### config.mk
export PLATFORM = sky130hd
export DESIGN_NAME = gcsr_unit
export DESIGN_NICKNAME = d
export VERILOG_FILES = /design/src/rtl/gcsr_pkg.sv /design/src/rtl/gcsr_op_track.sv /design/src/rtl/gcsr_en_mirror.sv /design/src/rtl/gcsr_unit.sv
export SDC_FILE = /design/constraint.sdc
export NUM_CORES = 1
export LEC_CHECK = 0
export BUFFER_PORTS_ARGS = -buffer_cell sky130_fd_sc_hd__buf_2
export CORE_MARGIN = 8
export CORE_UTILIZATION = 37
export CTS_CLUSTER_SIZE = 30
export DETAILED_ROUTE_END_ITERATION = 10
export PLACE_DENSITY = 0.9
export SLEW_MARGIN = 20
export SYNTH_ARGS = -nofsm -noshare
export SYNTH_HDL_FRONTEND = slang
export SYNTH_HIERARCHICAL = 1
export SYNTH_SLANG_ARGS = --single-unit
export TNS_END_PERCENT = 1
### constraint.sdc
create_clock -name clk -period 1.35 [get_ports clk]
set_clock_uncertainty 0.1 [all_clocks]
set_input_delay 0.27 -clock clk [delete_from_list [all_inputs] [get_ports clk]]
set_output_delay 0.27 -clock clk [all_outputs]
set_load 0.05 [all_outputs]
### src/rtl/gcsr_pkg.sv
package gcsr_pkg;
   localparam int STAT_LSB  = 24;
   localparam int STAT_BITS = 6;
   // offsets relative to STAT_LSB; the layout is what software decodes
   localparam int OFS_FLOG  = 5;
   localparam int OFS_AFL   = 4;
   localparam int OFS_WBF   = 3;
   localparam int OFS_QIE   = 2;
   localparam int OFS_IRE   = 1;
   localparam int OFS_TPTR  = 0;
   localparam int N_EN      = 3;

   typedef struct packed {
      logic flog;
      logic afl;
      logic wbf;
      logic qie;
      logic ire;
      logic tptr;
   } gcsr_stat_t;
endpackage

### src/rtl/gcsr_op_track.sv
module gcsr_op_track #(
   parameter bit SET_ON_CMD = 1'b0,
   parameter bit SUPPORTED  = 1'b1
) (
   input  logic clk,
   input  logic rst_n,
   input  logic cmd_i,
   input  logic done_i,
   output logic req_o,
   output logic stat_o
);
   generate
      if (SUPPORTED) begin : g_live
         logic pend_q, stat_q, req_q;
         logic accept;

         // a done in the same cycle frees the slot, so the command wins
         assign accept = cmd_i && (!pend_q || done_i);

         always_ff @(posedge clk) begin
            if (!rst_n) begin
               pend_q <= 1'b0;
               stat_q <= 1'b0;
               req_q  <= 1'b0;
            end else begin
               req_q <= accept;
               if (accept) begin
                  pend_q <= 1'b1;
                  stat_q <= SET_ON_CMD;
               end else if (done_i && pend_q) begin
                  pend_q <= 1'b0;
                  stat_q <= !SET_ON_CMD;
               end
            end
         end

         assign req_o  = req_q;
         assign stat_o = stat_q;

         assert_start_R3: assert property (@(posedge clk) disable iff (!rst_n)
            (cmd_i && !pend_q) |=> (req_o && stat_o == SET_ON_CMD));
         assert_finish_R4: assert property (@(posedge clk) disable iff (!rst_n)
            (done_i && pend_q && !cmd_i) |=> (stat_o == !SET_ON_CMD && !req_o));
         assert_no_cmd_no_req_R7: assert property (@(posedge clk) disable iff (!rst_n)
            !cmd_i |=> !req_o);
         assert_busy_ignore_R8: assert property (@(posedge clk) disable iff (!rst_n)
            (cmd_i && pend_q && !done_i) |=> (!req_o && $stable(stat_o)));
         assert_cmd_wins_R9: assert property (@(posedge clk) disable iff (!rst_n)
            (cmd_i && done_i && pend_q) |=> (req_o && stat_o == SET_ON_CMD));
         assert_stray_done_R10: assert property (@(posedge clk) disable iff (!rst_n)
            (done_i && !pend_q && !cmd_i) |=> $stable(stat_o));
      end else begin : g_absent
         wire unused_in = ^{clk, rst_n, cmd_i, done_i};
         assign req_o  = 1'b0;
         assign stat_o = 1'b0;
      end
   endgenerate
endmodule

### src/rtl/gcsr_en_mirror.sv
module gcsr_en_mirror #(
   parameter int           N         = 3,
   parameter logic [N-1:0] LIVE_MASK = '1
) (
   input  logic         clk,
   input  logic         rst_n,
   input  logic         wr_en_i,
   input  logic [N-1:0] wr_bits_i,
   input  logic [N-1:0] ack_i,
   output logic [N-1:0] en_o,
   output logic [N-1:0] stat_o
);
   if (N < 1) begin : g_bad_n
      $error("gcsr_en_mirror: N must be at least 1");
   end

   for (genvar i = 0; i < N; i++) begin : g_bit
      if (LIVE_MASK[i]) begin : g_live
         logic en_q, st_q;
         always_ff @(posedge clk) begin
            if (!rst_n) begin
               en_q <= 1'b0;
               st_q <= 1'b0;
            end else begin
               if (wr_en_i) en_q <= wr_bits_i[i];
               if (ack_i[i]) st_q <= en_q;
            end
         end
         assign en_o[i]   = en_q;
         assign stat_o[i] = st_q;

         assert_hold_until_ack_R6: assert property (@(posedge clk) disable iff (!rst_n)
            !ack_i[i] |=> $stable(stat_o[i]));
         assert_copy_on_ack_R6: assert property (@(posedge clk) disable iff (!rst_n)
            (ack_i[i] && !wr_en_i) |=> (stat_o[i] == en_o[i]));
      end else begin : g_dead
         wire unused_b = ^{wr_bits_i[i], ack_i[i]};
         assign en_o[i]   = 1'b0;
         assign stat_o[i] = 1'b0;
      end
   end
endmodule

### src/rtl/gcsr_unit.sv
module gcsr_unit
   import gcsr_pkg::*;
#(
   parameter int DATA_W       = 32,
   parameter bit HAS_ADV_FLOG = 1'b1,
   parameter bit NEEDS_WBF    = 1'b1
) (
   input  logic              clk,
   input  logic              rst_n,
   input  logic              wr_en_i,
   input  logic [DATA_W-1:0] wr_data_i,
   output logic [DATA_W-1:0] status_o,
   output logic              flog_req_o,
   input  logic              flog_done_i,
   output logic              flush_req_o,
   input  logic              flush_done_i,
   output logic              tptr_req_o,
   input  logic              tptr_done_i,
   output logic [N_EN-1:0]   en_cmd_o,
   input  logic [N_EN-1:0]   en_ack_i
);
   localparam int STAT_MSB = STAT_LSB + STAT_BITS - 1;
   localparam logic [N_EN-1:0] EN_LIVE = {HAS_ADV_FLOG, 1'b1, 1'b1};

   if (DATA_W <= STAT_MSB) begin : g_bad_width
      $error("gcsr_unit: DATA_W too narrow for the status field");
   end

   gcsr_stat_t           wd, st;
   logic [N_EN-1:0]      en_stat;

   assign wd = gcsr_stat_t'(wr_data_i[STAT_MSB:STAT_LSB]);

   gcsr_op_track #(.SET_ON_CMD(1'b0), .SUPPORTED(HAS_ADV_FLOG)) u_flog (
      .clk(clk), .rst_n(rst_n), .cmd_i(wr_en_i && wd.flog),
      .done_i(flog_done_i), .req_o(flog_req_o), .stat_o(st.flog));

   gcsr_op_track #(.SET_ON_CMD(1'b1), .SUPPORTED(NEEDS_WBF)) u_flush (
      .clk(clk), .rst_n(rst_n), .cmd_i(wr_en_i && wd.wbf),
      .done_i(flush_done_i), .req_o(flush_req_o), .stat_o(st.wbf));

   gcsr_op_track #(.SET_ON_CMD(1'b0), .SUPPORTED(1'b1)) u_tptr (
      .clk(clk), .rst_n(rst_n), .cmd_i(wr_en_i && wd.tptr),
      .done_i(tptr_done_i), .req_o(tptr_req_o), .stat_o(st.tptr));

   gcsr_en_mirror #(.N(N_EN), .LIVE_MASK(EN_LIVE)) u_en (
      .clk(clk), .rst_n(rst_n), .wr_en_i(wr_en_i),
      .wr_bits_i({wd.afl, wd.qie, wd.ire}), .ack_i(en_ack_i),
      .en_o(en_cmd_o), .stat_o(en_stat));

   assign st.afl = en_stat[2];
   assign st.qie = en_stat[1];
   assign st.ire = en_stat[0];

   always_comb begin
      status_o = '0;
      status_o[STAT_MSB:STAT_LSB] = st;
   end

   wire unused_wd = ^{wr_data_i};

   assert_en_only_on_write_R6: assert property (@(posedge clk) disable iff (!rst_n)
      !wr_en_i |=> $stable(en_cmd_o));
   assert_one_status_per_write_R7: assert property (@(posedge clk) disable iff (!rst_n)
      (!wr_en_i && !flush_done_i) |=> !($rose(status_o[STAT_LSB+OFS_WBF])));

   if (!HAS_ADV_FLOG) begin : g_chk_noflog
      assert_flog_absent_R11: assert property (@(posedge clk) disable iff (!rst_n)
         (status_o[STAT_LSB+OFS_FLOG] == 1'b0) && (status_o[STAT_LSB+OFS_AFL] == 1'b0)
         && !flog_req_o && !en_cmd_o[2]);
   end
   if (!NEEDS_WBF) begin : g_chk_nowbf
      assert_wbf_absent_R11: assert property (@(posedge clk) disable iff (!rst_n)
         (status_o[STAT_LSB+OFS_WBF] == 1'b0) && !flush_req_o);
   end
endmodule

== Word-level counts from Yosys, hierarchy flattened ==
Cells that the tools add are included.

* Multiplexer cells: 6
* Bitwise gates (word level): 1
* Reduce and logical (&&, ||, !) cells: 20

{| class="wikitable"
|+ Operator list
! kind !! count
|-
| $logic_and A1 B1 Y1 || 9
|-
| $mux W1 || 6
|-
| $reduce_bool A2 Y1 || 3
|-
| $reduce_or A2 Y1 || 2
|-
| $logic_not A1 Y1 || 3
|-
| $logic_or A1 B1 Y1 || 3
|-
| $not A1 Y1 || 1
|}

* Logic and storage cells: 41
* Bits in registers: 14
* Input port bits: 41
* Output and inout port bits: 38

== Longest topological paths before layout ==
Gate-level depths: netlist of the first run.

* Depth in word-level cells: 4
* Mapped depth: 3
* Gate-level depth less buffers: 3

== Hierarchy ==
Netlist of the first run, hierarchy kept.

{| class="wikitable"
|+ Modules (own cells, without submodules)
! module !! sequential area each (um^2) !! cells each !! instances !! area an instance (um^2)
|-
| gcsr_en_mirror || 120.1 || 24 || 1 || 262.8
|-
| gcsr_op_track at u_flog ... || 60.1 || 10 || 2 || 115.1
|-
| gcsr_unit || 0.0 || 30 || 1 || 217.7
|-
| gcsr_op_track at u_flush || 40.0 || 6 || 1 || 63.8
|}

== Worst setup path after synthesis of the first run ==
OpenSTA, ideal clock, no wires.

* Path type: reg2reg
* Start: reg, netlist name u_flush/stat_o
* End: reg u_flush.g_live.req_q, in the netlist u_flush/req_o
* Slack: 228 ps
* Data required time: 1135 ps
* Cell stages (with the launch flop): 3
* Setup time: 115 ps
* Data arrival time: 906 ps
* Path through: dfxtp_1 > nand2b_1 > and3_1

{| class="wikitable"
|+ RTL lines
! what !! RTL line !! RTL
|-
| end signal: assignment || gcsr_op_track.sv:26 || <nowiki>req_q <= accept;</nowiki>
|-
| end: declaration || gcsr_op_track.sv:14 || <nowiki>logic pend_q, stat_q, req_q;</nowiki>
|}

== Final worst setup path of the first run ==
* Start: reg u_en.g_bit[1].g_live.en_q
* End: out en_cmd_o[1]

{| class="wikitable"
|+ RTL lines
! what !! RTL line !! RTL
|-
| start: declaration || gcsr_en_mirror.sv:19 || <nowiki>logic en_q, st_q;</nowiki>
|-
| start signal: assignment || gcsr_en_mirror.sv:25 || <nowiki>if (wr_en_i) en_q <= wr_bits_i[i];</nowiki>
|-
| end: declaration || gcsr_unit.sv:19 || <nowiki>output logic [N_EN-1:0] en_cmd_o,</nowiki>
|}

No word-level cell between the ends.

==> results of run 1 <==
[placed cells by master (no fill, tap or decap), types with 2 or more instances in the layout]
master	Yosys	final
clkbuf_4	0	3
a21oi_2	2	2
a21boi_0	2	2
dfxtp_1	14	14
conb_1	1	26
nor2b_1	6	6
mux2i_1	6	6
a41o_1	2	2
buf_2	0	26
nand2b_4	2	2
and3_2	2	2
inv_1	3	3
nand2_1	2	2
and2_1	3	3
[cell usage after synthesis (all sizes together)]
master / number
a21boi: 3
and2: 3
dfxtp: 14
mux2i: 6
a41o: 2
buf: 32
inv: 3
a21oi: 2
and3: 3
conb: 1
nand2: 2
nor2b: 6
nand2b: 3
[power groups by stage]
stage          clock network [W]  logic, W  registers [W]
4_1_cts                 0.000315  0.000302       0.000443
3_3_place_gp                   0  0.000298       0.000451
2_1_floorplan                  0  0.000295       0.000477
3_5_place_dp                   0  0.000302       0.000452
6_report                0.000295  0.000303       0.000442
5_1_grt                 0.000334  0.000318       0.000445
[through the flow]
step / setup slack, ns / std cells / area (µm²)
after floorplan: 0.228 / 105 / 868
after global placement: 0.306 / 127 / 800
after detailed placement: 0.286 / 127 / 800
after CTS: 0.0549 / 131 / 836
after global routing: 0.00583 / 131 / 836
final: 0.0795 / 131 / 836
[flip-flops by register name, summed over array words and instances, names as in the netlist]
register	flops
u_en/g_bit.g_live.en_q	3
u_en/g_bit.g_live.st_q	3
u_flog/g_live.pend_q	1
u_flog/req_o	1
u_flog/stat_o	1
u_flush/req_o	1
u_flush/stat_o	1
u_tptr/g_live.pend_q	1
u_tptr/req_o	1
u_tptr/stat_o	1
[worst register-to-register path: stages, from the launching register on]
cell      delay, ns
dfxtp_1        0.34
nand2b_4       0.08
a21oi_2        0.06
a41o_1         0.20
[metal layers]
layer	vias up	routed length [µm]	global-route usage, %
li1	245	-	-
met5	-	0	0
met1	221	559	7.61
met2	31	797	13.7
met3	0	170	3.70
met4	0	0	1.95
[final timing paths]
path / startpoint / endpoint / slack, ns
hold / removal: flog_done_i / u_flog/stat_o / 0.15
setup / recovery: u_en/g_bit[1].g_live.en_q / en_cmd_o[1] / 0.08
setup reg to reg: u_tptr/g_live.pend_q / u_tptr/stat_o / 0.47
hold reg to reg: u_flush/stat_o / u_flush/stat_o / 0.39
[kinds of logic after synthesis]
| family | after synthesis | synth area share [%] |
|---|---|---|
| AND/OR/NAND/NOR | 17 | 15.3 |
| flip-flops | 14 | 36.2 |
| AO/OA/AOI/OAI | 7 | 7.75 |
| other | 1 | 0.484 |
| multiplexers | 6 | 7.75 |
| buffers and inverters | 35 | 32.5 |
[final cells by class]
type	count	share of cell area [%]
multi-input combinational	56	40.3
sequential	14	33.5
timing repair buffer	27	16.5
clock buffer	4	4.34
tap	27	4.04
inverter	3	1.35
==> results by group, run 1 <==
Floorplanning
  • Row count: 16
  • Ports: 79
  • Die W: 61.8 µm
  • DIE AREA: 3810 µm²
  • Initial Util: 39.5%
  • Core ar.: 1960 µm²
  • Die height: 61.8 µm

CTS
  • Hold-fix buffers, CTS: 0
  • Num CTS Buffers: 3
  • Post-CTS Setup Bufs: 0
  • H-Tree Depth: 1
  • CTS root buffer: clkbuf_4
  • CTS sink cnt: 14
  • Clock Latency Late Sink: 0.27 ns
  • Clock buffer depth: 2
  • CTS tree: yes
  • Clock slew at reported path FFs: around 0.080 ns
  • CTS resizes: 0

Finish
  • Area of the multi-input gates: around 340 µm²
  • Layout area overhead: 7.92%
  • Reg area: 280 µm²
  • N_diodes: 0
  • Final Net Count: 146
  • Fraction of layout cells with a size suffix above 1: 35.6%
  • Number of fillers in the final layout: 217
  • Util after Layout: between 40% and 50%

Pwr
  • NetSw: 0.000392 W
  • Max rail drop VDD: 0.000893 V
  • Comb power frac: 29.1%
  • Seq pwr share: 42.5%
  • Clk network pwr share: 28.3%
  • Leak: 0.467 nW
  • Sw Share: 37.7%
  • Pint: 0.000648 W
  • Cell Pwr Density: approximately 1200 nW/µm²
  • Total power: 0.00104 W

Drt
  • Final ANT Viol Nets: 0
  • Vias per cell: 3.79
  • Drt total wl: 1.53 mm
  • Iteration-0 DRC Markers: 2
  • Routed WL per cell: about 12 µm
  • Routed via count: 497
  • 1st-pass router iterations: 2
  • # DRC: 0

Logic synthesis
  • Synth area leader: dfxtp_1
  • Synth Register Bits: 14
  • Syn Area/Cell: about 9.7 µm²
  • Syn Inst Count: 80
  • Yosys cell types: 16
  • Seq/Total Area, Yosys: 36.2%
  • Ys Warns: 6
  • Synthesized cell area: 774 µm²
  • Top cell type's share of synthesized area: 36.2%
  • Synth area leaders: dfxtp_1 36%, buf_4 31%, mux2i_1 7.8%, nor2b_1 4.8%, nand2b_4 3.6%

Critical path
  • Worst-path cell chain: buf_2
  • FF-to-FF path depth: 3
  • Levels on crit path: 1
  • Crit start category: flop
  • CP required: 0.98 ns
  • Worst setup EP type: output pin
  • CP top delay family: flip-flops
  • CP max stage cell: dfxtp_1
  • Crit path largest cell delay: 0.35 ns
  • Worst Path Arrival: 0.90 ns
  • Crit Path Class: flop to output pin
  • Crit path max fanout: 3
  • CP Buf/Inv Count: 1

Timing
  • Achievable Freq: around 790 MHz
  • Crit share post-route: 94.1%
  • Post-route minimum period: 1.27 ns
  • Fin. max-slew vios: 0
  • Sum Neg Setup Slack: 0 ns
  • RSZ-0062 raised after global routing: no
  • Worst hold slack: 0.151 ns
  • Setup-failing EPs final: 0
  • Final hold vios: 0

Global route
  • Vias in the first global route: 527
  • First-pass GRT wire length: around 2.2 mm
  • Initial antenna violation count: 0
  • Total Routing Usage GR: 7.62%
  • Congestion Overflow GR: 0
  • Largest net degree at the start of global routing: 17

Placement
  • I/O Buffers: 26
  • HPWL after DPL: 1.31 mm
  • Routability cong.: between 0.6 and 0.7

Worst hold path
  • Worst hold stages: 2
  • Min-Delay Path Class: primary input to flop

Job
  • Max Cap Viol: 0

Run status
  • Status: complete, no violations
Power figures use the tool's default switching activity.
==> inputs of run 2 (changes only) <==
Settings changed: CORE_UTILIZATION 37 to 32, PLACE_DENSITY 0.9 to 0.82, SYNTH_HIERARCHICAL 1 to not set.
Clock period 1.35 ns to 1.1 ns, I/O delays scaled along.
==> run 2 against run 1 <==
Against the previous run:
- the run now ends with setup timing left
- flip-flop and latch count did not move
- sequential share of layout area down 1.9 points
- worst setup slack got worse by 0.088 ns
- global-route usage fell by 0.15 points
- highest routed layer unchanged
- non-clock buffer count decreased by 1
- critical path depth is the same
- die area is 15% higher
- clock power decreased by 2%
==> results by group, run 2 <==
Critical path
  • CP top delay family: flip-flops
  • CP required: 0.78 ns (-0.20 ns)
  • Crit path largest cell delay: 0.37 ns (+0.02 ns)
  • Worst r2r dst: u_tptr.req_o
  • FF-to-FF path depth: 3 (unchanged)
  • Crit path max fanout: 3 (unchanged)
  • Worst Path Arrival: 0.79 ns (-0.11 ns)
  • Worst-path cell chain: buf_8
  • Crit start category: flop
  • Crit Path Class: flop to output pin
  • CP max stage cell: dfxtp_2
  • R2R Path Start: u_tptr.g_live.pend_q
  • CP Buf/Inv Count: 1 (unchanged)
  • Worst R2R Setup Slack: 0.20 ns (-0.27 ns)
  • Worst setup EP type: output pin

Floorplanning
  • Core ar.: 2430 µm² (+24%)
  • Die W: 66.1 µm (+7.1%)
  • Row count: 18 (+2)
  • DIE AREA: 4370 µm² (+15%)
  • Die height: 66.1 µm (+7.1%)
  • Ports: 79 (unchanged)
  • Initial Util: 33.1% (-6.4 points)

Run status
  • Status: finished, violations left
  • Failing checks: setup timing

CTS
  • CTS root buffer: clkbuf_4
  • Num CTS Buffers: 3 (unchanged)
  • CTS sink cnt: 14 (unchanged)
  • Post-CTS Setup Bufs: 0 (unchanged)
  • Clock buffer depth: 2 (unchanged)
  • H-Tree Depth: 1 (unchanged)
  • Hold-fix buffers, CTS: 0 (unchanged)
  • Clock Latency Late Sink: 0.27 ns (about the same)
  • Clock slew at reported path FFs: 0.09 ns (about the same)
  • CTS tree: yes

Timing
  • Fin. max-slew vios: 0 (unchanged)
  • Final hold vios: 0 (unchanged)
  • Setup-failing EPs final: 3 (+3)
  • Achievable Freq: roughly 900 MHz
  • Final WS setup: -0.00895 ns (-0.0884 ns)
  • RSZ-0062 raised after global routing: yes
  • Crit share post-route: 101%
  • Post-route minimum period: 1.11 ns

Drt
  • Met3 WL post-DR: 204 µm (+20%)
  • Final ANT Viol Nets: 0 (unchanged)
  • 1st-pass router iterations: 3 (+1)
  • Routed via count: 515 (+3.6%)
  • # DRC: 0 (unchanged)
  • Vias per cell: 3.93 (+3.6%)
  • Routed WL per cell: 12.3 µm (+5.2%)
  • Highest routing layer actually used: met3
  • Iteration-0 DRC Markers: 5 (+3)
  • Drt total wl: 1.61 mm (+5.2%)
  • Metal2 WL: 847 µm (+6.3%)
  • Post-Route M1 WL: 552 µm (-1.3%)

Global route
  • Largest net degree at the start of global routing: 17 (unchanged)
  • Initial antenna violation count: 0 (unchanged)
  • Total Routing Usage GR: 7.47% (-0.15 points)
  • Congestion Overflow GR: 0 (unchanged)
  • First-pass GRT wire length: 2.50 mm (+16%)
  • Vias in the first global route: 591 (+12%)

Finish
  • Final Net Count: 144 (-1.4%)
  • Non-Filler Instances: 131 (unchanged)
  • Commonest non-fill, non-tap cell in the layout: conb_1
  • Number of fillers in the final layout: 251 (+16%)
  • Top flop regs: u_en.g_bit.g_live.en_q (3), u_en.g_bit.g_live.st_q (3)
  • Post-route cell area: 941 µm² (+13%)
  • N_diodes: 0 (unchanged)
  • Commonest non-fill, non-tap cells in the layout: 26 x conb_1, 14 x buf_2, 12 x buf_8
  • Fraction of layout cells with a size suffix above 1: 43.6% (+8.0 points)
  • Layout area overhead: 17.0%

Logic synthesis
  • Synthesized cell area: 805 µm² (+3.9%)
  • Synth area leaders: dfxtp_1 35%, buf_4 33%, mux2i_1 7.5%, nor2b_1 4.7%, buf_6 2.8%
  • Synth Area in Compound Gates: 5.60% (-2.2 points)
  • Post-Synth Adder-Cell Area: 0% (unchanged)
  • Most used flip-flop cell after synthesis: dfxtp_1
  • Synth area leader: dfxtp_1
  • Most frequent cell after synthesis: buf_4
  • Yosys cell types: 18 (+2)
  • Seq/Total Area, Yosys: 34.8% (-1.4 points)
  • Top cell type's share of synthesized area: 34.8% (-1.4 points)
  • FFs w/ async S/R, synth: 0% (unchanged)
  • Synth Register Bits: 14 (unchanged)
  • XOR/XNOR share of the synthesized area: 0% (unchanged)
  • Main combinational cell family by area after synthesis: buffers and inverters
  • Synth Area in Simple Gates: 16.2% (+0.83 points)
  • Commonest cells in the synthesized netlist: 35 x buf_4, 14 x dfxtp_1, 6 x mux2i_1, 6 x nor2b_1, 5 x nand2_1
  • Post-synthesis mux area share: 7.47% (-0.29 points)
  • Ys Warns: 0 (-6)
  • EDFF count, synth: 0 (unchanged)
  • Syn Area/Cell: 9.58 µm² (-1.1%)
  • Syn Inst Count: 84 (+5.0%)

Worst hold path
  • Hold Path Origin: tptr_done_i
  • Min-Delay Path Class: primary input to flop
  • Hold Path End: u_tptr.stat_o
  • Worst hold stages: 3 (+1)

Job
  • Max Cap Viol: 0 (unchanged)

Placement
  • Dpl cell area: 781 µm² (-2.3%)
  • Routability cong.: 0.636 (-3.4%)
  • Total placed cells including tap cells: 128 (+0.79%)
  • HPWL after DPL: 1.31 mm (-0.13%)
  • I/O Buffers: 26 (unchanged)

Pwr
  • Leak: 0.456 nW (-2.4%)
  • Cell Pwr Density: 1330 nW/µm² (+6.7%)
  • Total power: 0.00125 W (+20%)
  • Max rail drop VDD: 0.000484 V (-46%)
[run 2: cell count changes after synthesis, moves of 2 or more]
cell,previous run,this run
buf_4,32,35
a21oi_2,2,0
nand2b_1,1,3
nand2b_4,2,0
and4_1,0,2
nand2_1,2,5
and3_2,2,0
buf_6,0,2
a41o_1,2,0
and2_1,3,1
inv_1,3,0
[run 2: final cells by class]
class                           count  area (µm²)  share of cell area [%]
Tap cell                           30        37.5                    3.99
Multi-Input combinational cell     58         333                    35.4
Timing Repair Buffer               26         250                    26.6
Sequential cell                    14         298                    31.6
Clock buffer                        3        22.5                    2.39
[run 2: cell families (layout without fill, tap and decap cells)]
kind of cell           count (synthesis)  in the layout
flip-flops                            14             14
AO/OA/AOI/OAI                          6              6
multiplexers                           6              6
AND/OR/NAND/NOR                       20             20
other                                  1             26
buffers and inverters                 37             29
[run 2: stage by stage]
step | util (%) | TNS (ns) | hold WS [ns] | setup slack (ns)
after floorplan | - | 0 | 0.259 | 0.193
after global placement | 32.1 | 0 | 0.334 | 0.163
after global routing | 38.7 | -0.411 | 0.0937 | -0.0637
after CTS | 37.9 | -0.111 | 0.0915 | -0.0292
after detailed placement | 32.1 | 0 | 0.339 | 0.122
final | 38.7 | -0.0170 | 0.0989 | -0.00895
[run 2: power by group]
part / internal, W / switching [W] / leakage (nW)
logic: 0.0000973 / 0.000311 / 0.322
registers: 0.000532 / 0.0000194 / 0.120
clock network: 0.000127 / 0.000162 / 0.0138
[run 2: per-layer routing]
metal,global-route usage (%),up-vias
met1,6.70,239
met5,0,-
met2,13.4,31
met4,3.20,0
li1,-,245
met3,4.24,0
[run 2: how the worst max path moves through the flow]
stage                                    from      endpoint  slack [ns]  depth (start not counted)
finish              u_en.g_bit[0].g_live.en_q   en_cmd_o[0]      -0.009                          1
global route        u_en.g_bit[0].g_live.en_q   en_cmd_o[0]       -0.06                          1
CTS                 u_en.g_bit[0].g_live.en_q   en_cmd_o[0]       -0.03                          1
detailed placement                tptr_done_i  u_tptr.req_o        0.12                          4
global placement                  tptr_done_i  u_tptr.req_o        0.16                          4
floorplan                        u_flog.req_o    flog_req_o        0.19                          0
[run 2: timing repair]
| action | CTS | global route |
|---|---|---|
| endpoints found under the hold margin | 0 | 0 |
| resized for setup | 43 | 6 |
| setup endpoints to repair | 12 | 12 |
[run 2: tightest hold or removal path, stage by stage]
cell and delay, ns:
buf_2 0.10, nand4_1 0.07, o21ai_1 0.05
